File: src/rtl/iorail_dpd_pkg.sv
package iorail_dpd_pkg;
    localparam int WORD_W    = 32;
    localparam int SEL_W     = 30;
    localparam int POS_W     = 5;
    localparam int NUM_RAILS = 64;

    localparam logic [1:0] CODE_IDLE  = 2'b00;
    localparam logic [1:0] CODE_EXIT  = 2'b01;
    localparam logic [1:0] CODE_ENTER = 2'b10;

    typedef enum logic [2:0] {
        ST_IDLE,
        ST_PREP,
        ST_ISSUE,
        ST_POLL,
        ST_DONE,
        ST_FAIL
    } dpd_state_e;
endpackage

File: src/rtl/iorail_idx_decode.sv
module iorail_idx_decode
    import iorail_dpd_pkg::*;
#(
    parameter int RAIL_W = 7
) (
    input  logic [RAIL_W-1:0] rail,
    output logic              ok,
    output logic              hi_pair,
    output logic [POS_W-1:0]  pos,
    output logic [SEL_W-1:0]  mask
);
    logic in_range;

    always_comb begin
        in_range = (int'(rail) < NUM_RAILS);
        pos      = rail[POS_W-1:0];
        hi_pair  = rail[POS_W];
        ok       = in_range && (int'(pos) < SEL_W);
        mask     = ok ? (SEL_W'(1) << pos) : '0;
    end
endmodule

File: src/rtl/iorail_poll_timer.sv
module iorail_poll_timer #(
    parameter int LIMIT = 25_000_000
) (
    input  logic clk,
    input  logic rst_n,
    input  logic clear,
    input  logic run,
    output logic expired
);
    localparam int CNT_W = (LIMIT < 2) ? 1 : $clog2(LIMIT + 1);

    logic [CNT_W-1:0] cnt_q;

    always_ff @(posedge clk or negedge rst_n) begin
        if (!rst_n) begin
            cnt_q <= '0;
        end else if (clear) begin
            cnt_q <= '0;
        end else if (run) begin
            cnt_q <= cnt_q + 1'b1;
        end
    end

    assign expired = run && (cnt_q == CNT_W'(LIMIT - 1));
endmodule

File: src/rtl/iorail_dpd_ctrl.sv
module iorail_dpd_ctrl
    import iorail_dpd_pkg::*;
#(
    parameter int RAIL_W         = 7,
    parameter int CLK_PERIOD_PS  = 10000,
    parameter int SAMPLE_MIN_PS  = 200000,
    parameter int TIMEOUT_CYCLES = 25_000_000,
    parameter int TMR_W          = 8
) (
    input  logic              clk,
    input  logic              rst_n,
    input  logic              cmd_valid,
    input  logic [RAIL_W-1:0] cmd_rail,
    input  logic              cmd_exit,
    input  logic [31:0]       status_lo,
    input  logic [31:0]       status_hi,
    output logic [31:0]       req_lo,
    output logic [31:0]       req_hi,
    output logic              sample_en,
    output logic [TMR_W-1:0]  sample_tmr,
    output logic              busy,
    output logic              done,
    output logic              error
);
    localparam int               TMR_CYCLES = (SAMPLE_MIN_PS + CLK_PERIOD_PS - 1) / CLK_PERIOD_PS;
    localparam logic [TMR_W-1:0] TMR_VAL    = TMR_W'(TMR_CYCLES);

    dpd_state_e st_q, st_d;

    logic             dec_ok, dec_hi;
    logic [POS_W-1:0] dec_pos;
    logic [SEL_W-1:0] dec_mask;

    logic             op_hi, op_exit;
    logic [POS_W-1:0] op_pos;
    logic [SEL_W-1:0] op_mask;

    logic             accept, stat_bit, match, expired, poll_end;
    logic [31:0]      stat_word;

    iorail_idx_decode #(.RAIL_W(RAIL_W)) u_dec (
        .rail    (cmd_rail),
        .ok      (dec_ok),
        .hi_pair (dec_hi),
        .pos     (dec_pos),
        .mask    (dec_mask)
    );

    iorail_poll_timer #(.LIMIT(TIMEOUT_CYCLES)) u_tmr (
        .clk     (clk),
        .rst_n   (rst_n),
        .clear   (st_q != ST_POLL),
        .run     (st_q == ST_POLL && !match),
        .expired (expired)
    );

    assign accept    = (st_q == ST_IDLE) && cmd_valid && dec_ok;
    assign stat_word = op_hi ? status_hi : status_lo;
    assign stat_bit  = stat_word[op_pos];
    assign match     = (stat_bit == !op_exit);
    assign poll_end  = (st_q == ST_POLL) && (st_d != ST_POLL);

    // state register
    always_ff @(posedge clk or negedge rst_n) begin
        if (!rst_n) st_q <= ST_IDLE;
        else        st_q <= st_d;
    end

    // next state
    always_comb begin
        st_d = st_q;
        unique case (st_q)
            ST_IDLE:  if (cmd_valid) st_d = dec_ok ? ST_PREP : ST_FAIL;
            ST_PREP:  st_d = ST_ISSUE;
            ST_ISSUE: st_d = ST_POLL;
            ST_POLL:  begin
                if (match)        st_d = ST_DONE;
                else if (expired) st_d = ST_FAIL;
            end
            ST_DONE:  st_d = ST_IDLE;
            ST_FAIL:  st_d = ST_IDLE;
            default:  st_d = ST_IDLE;
        endcase
    end

    // outputs
    always_comb begin
        sample_en = (st_q == ST_PREP) || (st_q == ST_ISSUE) || (st_q == ST_POLL);
        busy      = (st_q != ST_IDLE);
        done      = (st_q == ST_DONE);
        error     = (st_q == ST_FAIL);
    end

    // latched operation and sample hold count
    always_ff @(posedge clk or negedge rst_n) begin
        if (!rst_n) begin
            op_hi      <= 1'b0;
            op_exit    <= 1'b0;
            op_pos     <= '0;
            op_mask    <= '0;
            sample_tmr <= '0;
        end else if (accept) begin
            op_hi      <= dec_hi;
            op_exit    <= cmd_exit;
            op_pos     <= dec_pos;
            op_mask    <= dec_mask;
            sample_tmr <= TMR_VAL;
        end
    end

    // one request word per pair
    for (genvar g = 0; g < 2; g++) begin : g_pair
        logic [WORD_W-1:0] word_q;
        logic              mine;

        assign mine = (op_hi == 1'(g));

        always_ff @(posedge clk or negedge rst_n) begin
            if (!rst_n) begin
                word_q <= '0;
            end else if (mine && st_q == ST_ISSUE) begin
                word_q <= {(op_exit ? CODE_EXIT : CODE_ENTER), op_mask};
            end else if (mine && poll_end) begin
                word_q[WORD_W-1:SEL_W] <= CODE_IDLE;
            end
        end
    end

    assign req_lo = g_pair[0].word_q;
    assign req_hi = g_pair[1].word_q;
endmodule

File: config.mk
export PLATFORM = sky130hd
export DESIGN_NAME = iorail_dpd_ctrl
export DESIGN_NICKNAME = d
export VERILOG_FILES = /design/src/rtl/iorail_dpd_pkg.sv /design/src/rtl/iorail_idx_decode.sv /design/src/rtl/iorail_poll_timer.sv /design/src/rtl/iorail_dpd_ctrl.sv
export SDC_FILE = /design/constraint.sdc
export NUM_CORES = 1
export LEC_CHECK = 0
export ABC_AREA = 1
export BUFFER_PORTS_ARGS = -buffer_cell sky130_fd_sc_hd__buf_2
export CAP_MARGIN = 20
export CORE_ASPECT_RATIO = 1.25
export CORE_MARGIN = 2
export CORE_UTILIZATION = 49
export DETAILED_ROUTE_END_ITERATION = 10
export HOLD_SLACK_MARGIN = 0.15
export PLACE_DENSITY = 0.85
export SLEW_MARGIN = 20
export SYNTH_ARGS = -nofsm -noshare
export SYNTH_HDL_FRONTEND = slang
export SYNTH_SLANG_ARGS = --single-unit
export TNS_END_PERCENT = 10
File: constraint.sdc
create_clock -name clk -period 1.8 [get_ports clk]
set_input_delay 0.09 -clock clk [delete_from_list [all_inputs] [get_ports clk]]
set_output_delay 0.09 -clock clk [all_outputs]
set_load 0.01 [all_outputs]
==> impl_metrics.csv, run 1 <==
group,metric,value,unit
worst_setup_path,required,2.10,ns
floorplan,ioPinCount,151,
cts,numCtsBuffers,17,
drt,drtIter0Drc,535,
global_routing,grt_max_degree,63,
sta,finalMaxSlewViolations,0,
cells_and_area,area_growth,29.82,%
floorplan,floorplan.rows,46,
drt,route.detailed.drc,0,
synth,synth-edff-count,0,
cells_and_area,drive_above_1_share,26.52,%
worst_setup_path,crit_path_start_kind,"register",
synth,synthArstFlopShare,100.0,%
hold_path,hold_class,"in2reg",
worst_setup_path,cp-end-kind,"register",
sta,setup_viol_count_final,32,
pwr,p_per_area,1568,mW/mm^2
synth,ys.flop_type,"dfrtp_1",
sta,whs,0.1783,ns
drt,ant_nets,0,
cells_and_area,nets,1051,
run_status,violations,"setup timing",
sta,fmax,0.4764,GHz
pwr,leakage,4.042,nW
floorplan,die-area,0.01407,sq mm
pwr,ir_worst_vdd,0.8489,mV
sta,fin_crit_sh,116.6,%
cts,clkLatencyLatePin,0.42,ns
cells_and_area,fillerInstances,1069,
synth,seq_area_frac_synth,50.57,%
floorplan,core,0.01278,sq mm
cts,htree_levels,4,
flow_run,cap_violations,0,
cells_and_area,layout_common_cells,"203 x nand2_1, 143 x buf_2, 129 x dfrtp_1",
global_routing,grt_antenna_before_repair,0,
floorplan,floorplan.initialDensity,50.34,%
synth,synth_area_per_cell,8.091,sq um
run_status,status,"finished with violations",
cts,cts-root-buf,"clkbuf_16",
global_routing,use_met3,4.993,%
sta,postLayoutSetupSlackWorst,-0.2989,ns
floorplan,die_w,106.5,um
worst_setup_path,crit_chain,"buf_12 > nand2_1 > nand3_1 > nand3_1 > nand2_1 > nand2_1 > nand3_1 > nand3_2 > nand2_1 > nand2_2 > buf_4 > nand2_2 > nand3_1 > o21ai_1 > a21oi_1",
worst_setup_path,rrSetupSlack,-0.30,ns
sta,slew_headroom,64.00,%
sta,worst_slew_pin_slew,0.5350,ns
cts,clkTransAtPathRegs,0.06,ns
drt,wirelength,18.21,mm
global_routing,grt_overflow,0,
placed_design,port-buffer-count,144,
synth,synthCells,795,
cells_and_area,fin_util,65.35,%
placed_design,dp_slack,-0.2235,ns
cts,cts_tree,"done",
sta,finClkSkew,0.008311,ns
worst_setup_path,reg2regPathDepth,15,
cells_and_area,antennaDiodeCount,0,
synth,yosys_warnings,0,
global_routing,grt.busiest_layer,"met2",
drt,drt_pass1_iterations,7,
global_routing,grt_util_met2,43.84,%
synth,ys_types,36,
drt,vias,6349,
sta,min_period,2.099,ns
synth,ys_ff_latch,130,
drt,post_drt_wl_per_cell,15.75,um
worst_setup_path,cp_data_arrival_time,2.40,ns
global_routing,globalRouteMet1Util,32.03,%
placed_design,gp_congestion,1.039,
cells_and_area,layout_commonest_cell,"nand2_1",
placed_design,hpwl,12.49,mm
worst_setup_path,critical-path-top-delay-family,"simple AND/OR/NAND/NOR gates",
global_routing,grt_usage,25.75,%
worst_setup_path,cpPeakStageDelay,0.47,ns
worst_setup_path,cp.depth,15,
global_routing,grt_pass1_wl,28.86,mm
worst_setup_path,crit_fanout,21,
drt,routed_via_density,5.492,
worst_setup_path,critPathBufInv,2,
cts,clock_path_buffers,2,
worst_setup_path,crit_slowest_cell,"dfrtp_2",
sta,rsz0062_at_grt,"true",
sta,hold_viol,0,
floorplan,die_h,132.1,um
global_routing,grt_pass1_vias,5948,
hold_path,min_path_cells,5,
cts,cts.sinks,130,
worst_setup_path,path_class,"reg2reg",
synth,synth_area,0.006432,sq mm
[cells by family (layout without fill, tap and decap cells)]
kind of cell               Yosys count  after routing  synth area share (%)
AOI/OAI and AO/OA                  129            129                 11.17
buffers and inverters              123            309                 8.831
xor gates and xnor gates             8              8                 1.089
adders and majority gates            1              1                0.1945
and+or+nand+nor                    403            405                 28.09
DFF                                130            130                 50.57
other                                1              6               0.05830
[final cells by class]
cell class / instances / area [sq um] / area share [%]
flip-flops and latches: 130 / 3254 / 38.97
multi-input cells: 549 / 2716 / 32.53
repair buffers: 201 / 1276 / 15.28
clock buffers: 19 / 442.9 / 5.304
inverters: 75 / 291.5 / 3.491
well taps: 168 / 210.2 / 2.517
clock inverters: 13 / 152.6 / 1.828
repair inverters: 1 / 6.256 / 0.07492
[flip-flops by register name (all words and copies together), names as in the netlist]
name,count
op_exit,1
sample_tmr,1
u_tmr.cnt_q,25
st_q,3
op_mask,30
req_lo,32
op_pos,5
g_pair.mine,1
req_hi,32
[worst reg2reg max path: cells and delay by family (launching register included)]
family          cells  cell delay, ns
compound gates      2            0.19
buf+inv             2            0.33
flops               1            0.47
simple gates       11            0.99
[power breakdown]
part / total [mW] / switching [mW] / internal, mW
clock: 3.43 / 1.33 / 2.10
combinational: 5.23 / 3.30 / 1.93
sequential: 4.43 / 0.576 / 3.86
total: 13.1 / 5.21 / 7.89
[path summary, 6_finish.rpt]
check / start / to
min in group asynchronous: rst_n / req_lo[20]
setup / recovery: g_pair[1].mine / u_tmr.cnt_q[5]
hold reg to reg: req_hi[13] / req_hi[13]
hold / removal: cmd_rail[2] / op_mask[15]
setup reg to reg: g_pair[1].mine / u_tmr.cnt_q[5]
max in group asynchronous: rst_n / g_pair[1].mine
[through the flow]
step	setup TNS, ns	area, sq um	cells	power, mW
after floorplan	0	6451	800	7.442
after global placement	-3.941	7523	1108	9.125
after detailed placement	-4.931	7523	1108	9.254
after CTS	-3.365	8267	1153	12.82
after global routing	-10.09	8351	1156	13.84
final	-5.875	8351	1156	13.09
[metal layers]
| metal | routed length [um] | part of all wire [%] |
|---|---|---|
| met1 | 7111 | 39 |
| met2 | 9374 | 51 |
| met3 | 1101 | 6.0 |
| met4 | 621 | 3.4 |
| met5 | 0 | 0 |
[cell usage after synthesis (2+ instances only)]
cell type	count	area [sq um]
o21ai_0	99	495.5
buf_6	7	78.83
nand3_1	103	515.5
nand2_1	207	777.0
o22ai_1	4	25.02
clkbuf_1	24	90.09
nor2_1	27	101.4
buf_4	11	82.58
dfrtp_1	130	3253
buf_2	4	20.02
o32ai_1	2	17.52
o21ai_2	10	87.58
xor2_1	8	70.07
clkinv_1	4	15.01
nand2_4	2	22.52
o41ai_1	2	17.52
buf_1	2	7.510
nor3_1	15	75.07
o211ai_1	2	15.01
or2_2	4	25.02
nor4_1	12	75.07
nand4_1	24	150.1
inv_1	68	255.2
a21oi_1	5	25.02
nand3b_1	4	30.03
o31ai_1	4	30.03
nor2_2	2	12.51
[timing repair]
action	in CTS	in global routing
endpoints found under the setup margin	32	53
gates cloned	1	2
buffers inserted	0	1
hold buffers	12	0
gates resized for setup	9	16
endpoints found under the hold margin	152	0
pin swaps	0	3
No activity file was read; power rests on OpenSTA's default activity.
==> inputs of run 2 (changes only) <==
- RECOVER_POWER: not set -> 25
==> impl_metrics.csv, run 2 (same netlist as run 1, synthesis figures left out) <==
group,metric,value,unit
placed_design,hpwl,12.49,mm
cts,clock_path_buffers,2,
sta,fin_crit_sh,116.9,%
global_routing,grt_max_degree,63,
worst_setup_path,cp_data_arrival_time,2.40,ns
placed_design,place_inst,1108,
drt,routed_via_density,5.487,
cells_and_area,antennaDiodeCount,0,
global_routing,grt_usage,25.75,%
sta,worst_slew_pin_slew,1.128,ns
cells_and_area,nets,1051,
drt,ant_nets,0,
cts,clkLatencyLatePin,0.42,ns
global_routing,grt_overflow,0,
flow_run,cap_violations,0,
global_routing,grt_pass1_wl,28.86,mm
worst_setup_path,crit_fanout,21,
pwr,p_per_area,1573,mW/mm^2
global_routing,grt_pass1_vias,5948,
cells_and_area,area_growth,29.27,%
global_routing,grt_antenna_before_repair,0,
floorplan,die_w,106.5,um
sta,fmax,0.4751,GHz
run_status,violations,"setup timing",
worst_setup_path,crit_chain,"buf_12 > nand2_1 > nand3_1 > nand3_1 > nand2_1 > nand2_1 > nand3_1 > nand3_2 > nand2_1 > nand2_2 > buf_4 > nand2_2 > nand3_1 > o21ai_1 > a21oi_1",
pwr,ir_worst_vdd,0.8449,mV
placed_design,port-buffer-count,144,
cells_and_area,layout_common_cells,"203 x nand2_1, 143 x buf_2, 129 x dfrtp_1",
floorplan,die_h,132.1,um
drt,drtIter0Drc,501,
sta,finClkSkew,0.009404,ns
sta,min_period,2.105,ns
drt,vias,6343,
drt,post_drt_wl_per_cell,15.74,um
sta,rsz0062_at_grt,"true",
floorplan,floorplan.rows,46,
drt,wirelength,18.20,mm
floorplan,floorplan.initialDensity,50.34,%
worst_setup_path,required,2.10,ns
hold_path,hold_class,"in2reg",
global_routing,grt_util_met2,43.84,%
worst_setup_path,path_class,"reg2reg",
run_status,status,"finished with violations",
cts,htree_levels,4,
floorplan,ioPinCount,151,
drt,route.detailed.drc,0,
drt,drt_pass1_iterations,5,
worst_setup_path,cpPeakStageDelay,0.47,ns
global_routing,globalRouteMet1Util,32.03,%
cts,clkTransAtPathRegs,0.06,ns
sta,finalMaxSlewViolations,0,
cts,cts_tree,"done",
sta,setup_viol_count_final,32,
worst_setup_path,cp-end-kind,"register",
cts,cts-root-buf,"clkbuf_16",
global_routing,use_met3,4.993,%
sta,postLayoutSetupSlackWorst,-0.3046,ns
worst_setup_path,crit_path_start_kind,"register",
placed_design,gp_congestion,1.039,
sta,hold_viol,0,
pwr,leakage,4.025,nW
cells_and_area,stdcell_count,1156,
global_routing,grt.busiest_layer,"met2",
pwr,power,13.08,mW
sta,slew_headroom,24.80,%
cts,cts.sinks,130,
worst_setup_path,crit_slowest_cell,"dfrtp_2",
floorplan,die-area,0.01407,sq mm
cts,numCtsBuffers,17,
floorplan,core,0.01278,sq mm
cells_and_area,layout_commonest_cell,"nand2_1",
cells_and_area,drive_above_1_share,26.32,%
==> run 2: cell count changes in the layout (fill, tap and decap cells not counted), sizes merged <==
| cell | change |
|---|---|
| clkbuf | +4 |
| buf | -4 |
==> run 2: layout make-up <==
cell class	count	area [sq um]
multi-input cells	549	2716
flip-flops and latches	130	3254
fillers	1076	4462
repair buffers	201	1241
inverters	75	291.5
clock buffers	19	442.9
well taps	168	210.2
clock inverters	13	152.6
repair inverters	1	6.256
==> run 2: worst paths after layout <==
kind | from | endpoint | slack (ns) | cells past startpoint
setup / recovery | g_pair[1].mine | u_tmr.cnt_q[5] | -0.30 | 15
hold / removal | cmd_rail[2] | op_mask[15] | 0.19 | 5
setup reg to reg | g_pair[1].mine | u_tmr.cnt_q[5] | -0.30 | 15
hold reg to reg | req_lo[19] | req_lo[19] | 0.48 | 2
max in group asynchronous | rst_n | u_tmr.cnt_q[13] | 0.41 | 3
min in group asynchronous | rst_n | op_pos[3] | 0.65 | 3
==> run 2: routing by layer <==
| metal | vias up | routed length [um] |
|---|---|---|
| met3 | 58 | 1078 |
| met1 | 3002 | 7120 |
| met5 | - | 0 |
| li1 | 3004 | - |
| met2 | 279 | 9387 |
| met4 | 0 | 615 |
==> run 2: where the power goes <==
group | internal (mW) | leakage (nW) | total [mW] | switching, mW
Sequential | 3.86 | 1.75 | 4.43 | 0.578
Combinational | 1.93 | 1.98 | 5.22 | 3.29
Clock | 2.10 | 0.286 | 3.43 | 1.33
Total | 7.88 | 4.02 | 13.1 | 5.20
==> run 2: critical path, delay by kind of cell, from the launching register on <==
kind                   cells  cell delay, ns
AO/OA/AOI/OAI              2            0.19
buffers and inverters      2            0.33
flip-flops                 1            0.47
AND/OR/NAND/NOR           11            0.99
==> run 2: per-stage QoR <==
| stage | setup slack (ns) | instance area (sq um) | hold WS (ns) | TNS, ns | utilization (%) |
|---|---|---|---|---|---|
| finish | -0.3046 | 8315 | 0.1895 | -6.155 | 65.08 |
| global route | -0.4180 | 8315 | 0.2249 | -10.09 | 65.08 |
| CTS | -0.1781 | 8267 | 0.1656 | -3.365 | 64.70 |
| detailed placement | -0.2235 | 7523 | -0.04962 | -4.931 | 58.88 |
| global placement | -0.1635 | 7523 | -0.04873 | -3.941 | 58.88 |
| floorplan | 0.02024 | 6451 | -0.2056 | 0 | - |
==> run 2: what timing repair did <==
item | CTS | global route
gates resized for setup | 9 | 16
hold buffers | 12 | 0
pin swaps | 0 | 3
cloned | 1 | 2
setup buffers | 0 | 1
hold endpoints to repair | 152 | 0
endpoints found under the setup margin | 32 | 53
==> inputs of run 3 (changes only) <==
- CORE_MARGIN: 2 -> not set
- GPL_TIMING_DRIVEN: not set -> 0
==> impl_metrics.csv, run 3 (same netlist as run 1, synthesis figures left out) <==
group,metric,value,unit
worst_setup_path,required,2.15,ns
sta,slew_headroom,30.02,%
drt,vias,6496,
cts,htree_levels,4,
sta,rsz0062_at_grt,"true",
floorplan,die_w,104.5,um
placed_design,port-buffer-count,142,
cts,cts.sinks,130,
placed_design,hpwl,13.47,mm
sta,hold_viol,0,
cells_and_area,layout_common_cells,"184 x nand2_1, 143 x buf_2, 130 x dfrtp_1",
global_routing,grt_usage,29.53,%
sta,min_period,2.154,ns
sta,finalMaxSlewViolations,0,
drt,routed_via_density,5.552,
pwr,seq_power_share,31.4,%
cts,clock_path_buffers,2,
sta,finClkSkew,0.007243,ns
cts,clkTransAtPathRegs,0.06,ns
floorplan,die_h,130.1,um
cts,cts_tree,"done",
worst_setup_path,crit_chain,"buf_6 > clkinv_8 > buf_8 > nand2_2 > nand3_2 > nand3_2 > nand2_2 > nand2_1 > nand3_2 > nand3_2 > nand2_2 > nand2_2 > nand2_4 > buf_12 > clkinv_8 > nand2_8 > clkbuf_16 > o21ai_2",
floorplan,die-area,0.01359,sq mm
worst_setup_path,crit_fanout,7,
pwr,ir_worst_vdd,0.9775,mV
sta,fin_crit_sh,119.7,%
worst_setup_path,cpPeakStageDelay,0.33,ns
drt,drt_pass1_iterations,5,
pwr,p_clk_share,23.7,%
drt,wirelength,19.83,mm
placed_design,dp_slack,-0.5335,ns
run_status,status,"finished with violations",
cells_and_area,drive_above_1_share,30.74,%
global_routing,grt_pass1_wl,31.22,mm
cells_and_area,nets,1066,
drt,drtIter0Drc,458,
cells_and_area,fillerInstances,1035,
floorplan,core,0.01272,sq mm
worst_setup_path,crit_slowest_cell,"dfrtp_1",
pwr,leakage,4.158,nW
drt,post_drt_wl_per_cell,16.95,um
global_routing,grt_max_degree,76,
global_routing,grt_pass1_vias,6342,
cts,numCtsBuffers,17,
sta,whs,0.2775,ns
floorplan,floorplan.rows,46,
floorplan,ioPinCount,151,
flow_run,cap_violations,0,
pwr,power.combinational.fraction,44.9,%
run_status,violations,"setup timing",
cells_and_area,layout_commonest_cell,"nand2_1",
sta,worst_slew_pin_slew,1.050,ns
sta,fmax,0.4642,GHz
cts,cts-root-buf,"clkbuf_16",
floorplan,floorplan.initialDensity,50.57,%
hold_path,hold_class,"in2reg",
sta,postLayoutSetupSlackWorst,-0.3542,ns
global_routing,grt_overflow,0,
pwr,swShare,39.91,%
pwr,p_int,8.457,mW
cells_and_area,area_growth,34.57,%
worst_setup_path,crit_path_start_kind,"register",
sta,setup_viol_count_final,35,
cts,clkLatencyLatePin,0.42,ns
placed_design,gp_congestion,0.9697,
pwr,p_per_area,1626,mW/mm^2
worst_setup_path,cp-end-kind,"register",
cells_and_area,antennaDiodeCount,0,
worst_setup_path,path_class,"reg2reg",
worst_setup_path,cp_data_arrival_time,2.50,ns
global_routing,grt_antenna_before_repair,0,
pwr,netSwitchingPower,5.617,mW
drt,route.detailed.drc,0,
drt,ant_nets,0,
## run 3: power groups by stage
stage	registers [mW]	clock network (mW)	logic, mW
after CTS	4.40	3.37	5.38
after detailed placement	4.42	0	4.88
after floorplan	4.61	0	2.83
final	4.42	3.34	6.32
after global placement	4.40	0	4.75
after global routing	4.51	3.50	6.87
## run 3: critical path, delay by kind of cell, from the launching register on
| kind | cells | cell delay [ns] |
|---|---|---|
| AO/OA/AOI/OAI | 1 | 0.11 |
| AND/OR/NAND/NOR | 11 | 0.84 |
| flip-flops | 1 | 0.33 |
| buffers and inverters | 6 | 0.80 |
## run 3: through the flow
stage               utilization (%)  TNS, ns  cells  area [sq um]  power [mW]
finish                        68.05   -8.921   1170          8656       14.07
global route                  68.05   -15.99   1170          8656       14.88
CTS                           65.23   -10.71   1161          8297       13.15
detailed placement            58.25   -27.40   1111          7410       9.300
global placement              57.96  -160.16   1110          7372       9.151
floorplan                         -        0    800          6451       7.442
## run 3: repair_timing
item                                    CTS  global route
pin swaps                                 8            19
hold buffers                             13             0
resized for setup                        45            76
endpoints found under the hold margin   152             0
endpoints found under the setup margin  117           121
setup buffers                             4             7
gates cloned                              2             2
## run 3: routing by layer
| metal | share of wire (%) | global-route usage (%) | vias up |
|---|---|---|---|
| met3 | 5.8 | 6.094 | 66 |
| met2 | 51 | 51.23 | 277 |
| met1 | 40 | 35.46 | 3117 |
| met4 | 3.5 | 13.95 | 0 |
| met5 | 0 | 0 | - |
| li1 | - | - | 3036 |
## run 3: final cells by class
class                      count  area [sq um]  share of cell area [%]
sequential                   130          3253                   37.58
multi-input combinational    547          2884                   33.32
timing repair buffer         171          1070                   12.36
clock buffer                  24         501.7                   5.796
buffer                        48         346.6                   4.004
inverter                      75         316.6                   3.657
tap                          168         210.2                   2.428
clock inverter                 7         73.82                  0.8528
## run 3: path summary, 6_finish.rpt
check                                from               to  slack, ns  depth (start not counted)
max                        g_pair[1].mine  u_tmr.cnt_q[19]      -0.35                         18
min                           cmd_rail[4]      op_mask[19]       0.28                          4
max reg2reg                g_pair[1].mine  u_tmr.cnt_q[19]      -0.35                         18
min reg2reg                    req_hi[28]       req_hi[28]       0.48                          2
max in group asynchronous           rst_n       req_lo[25]       0.56                          3
min in group asynchronous           rst_n       req_hi[31]       0.43                          2
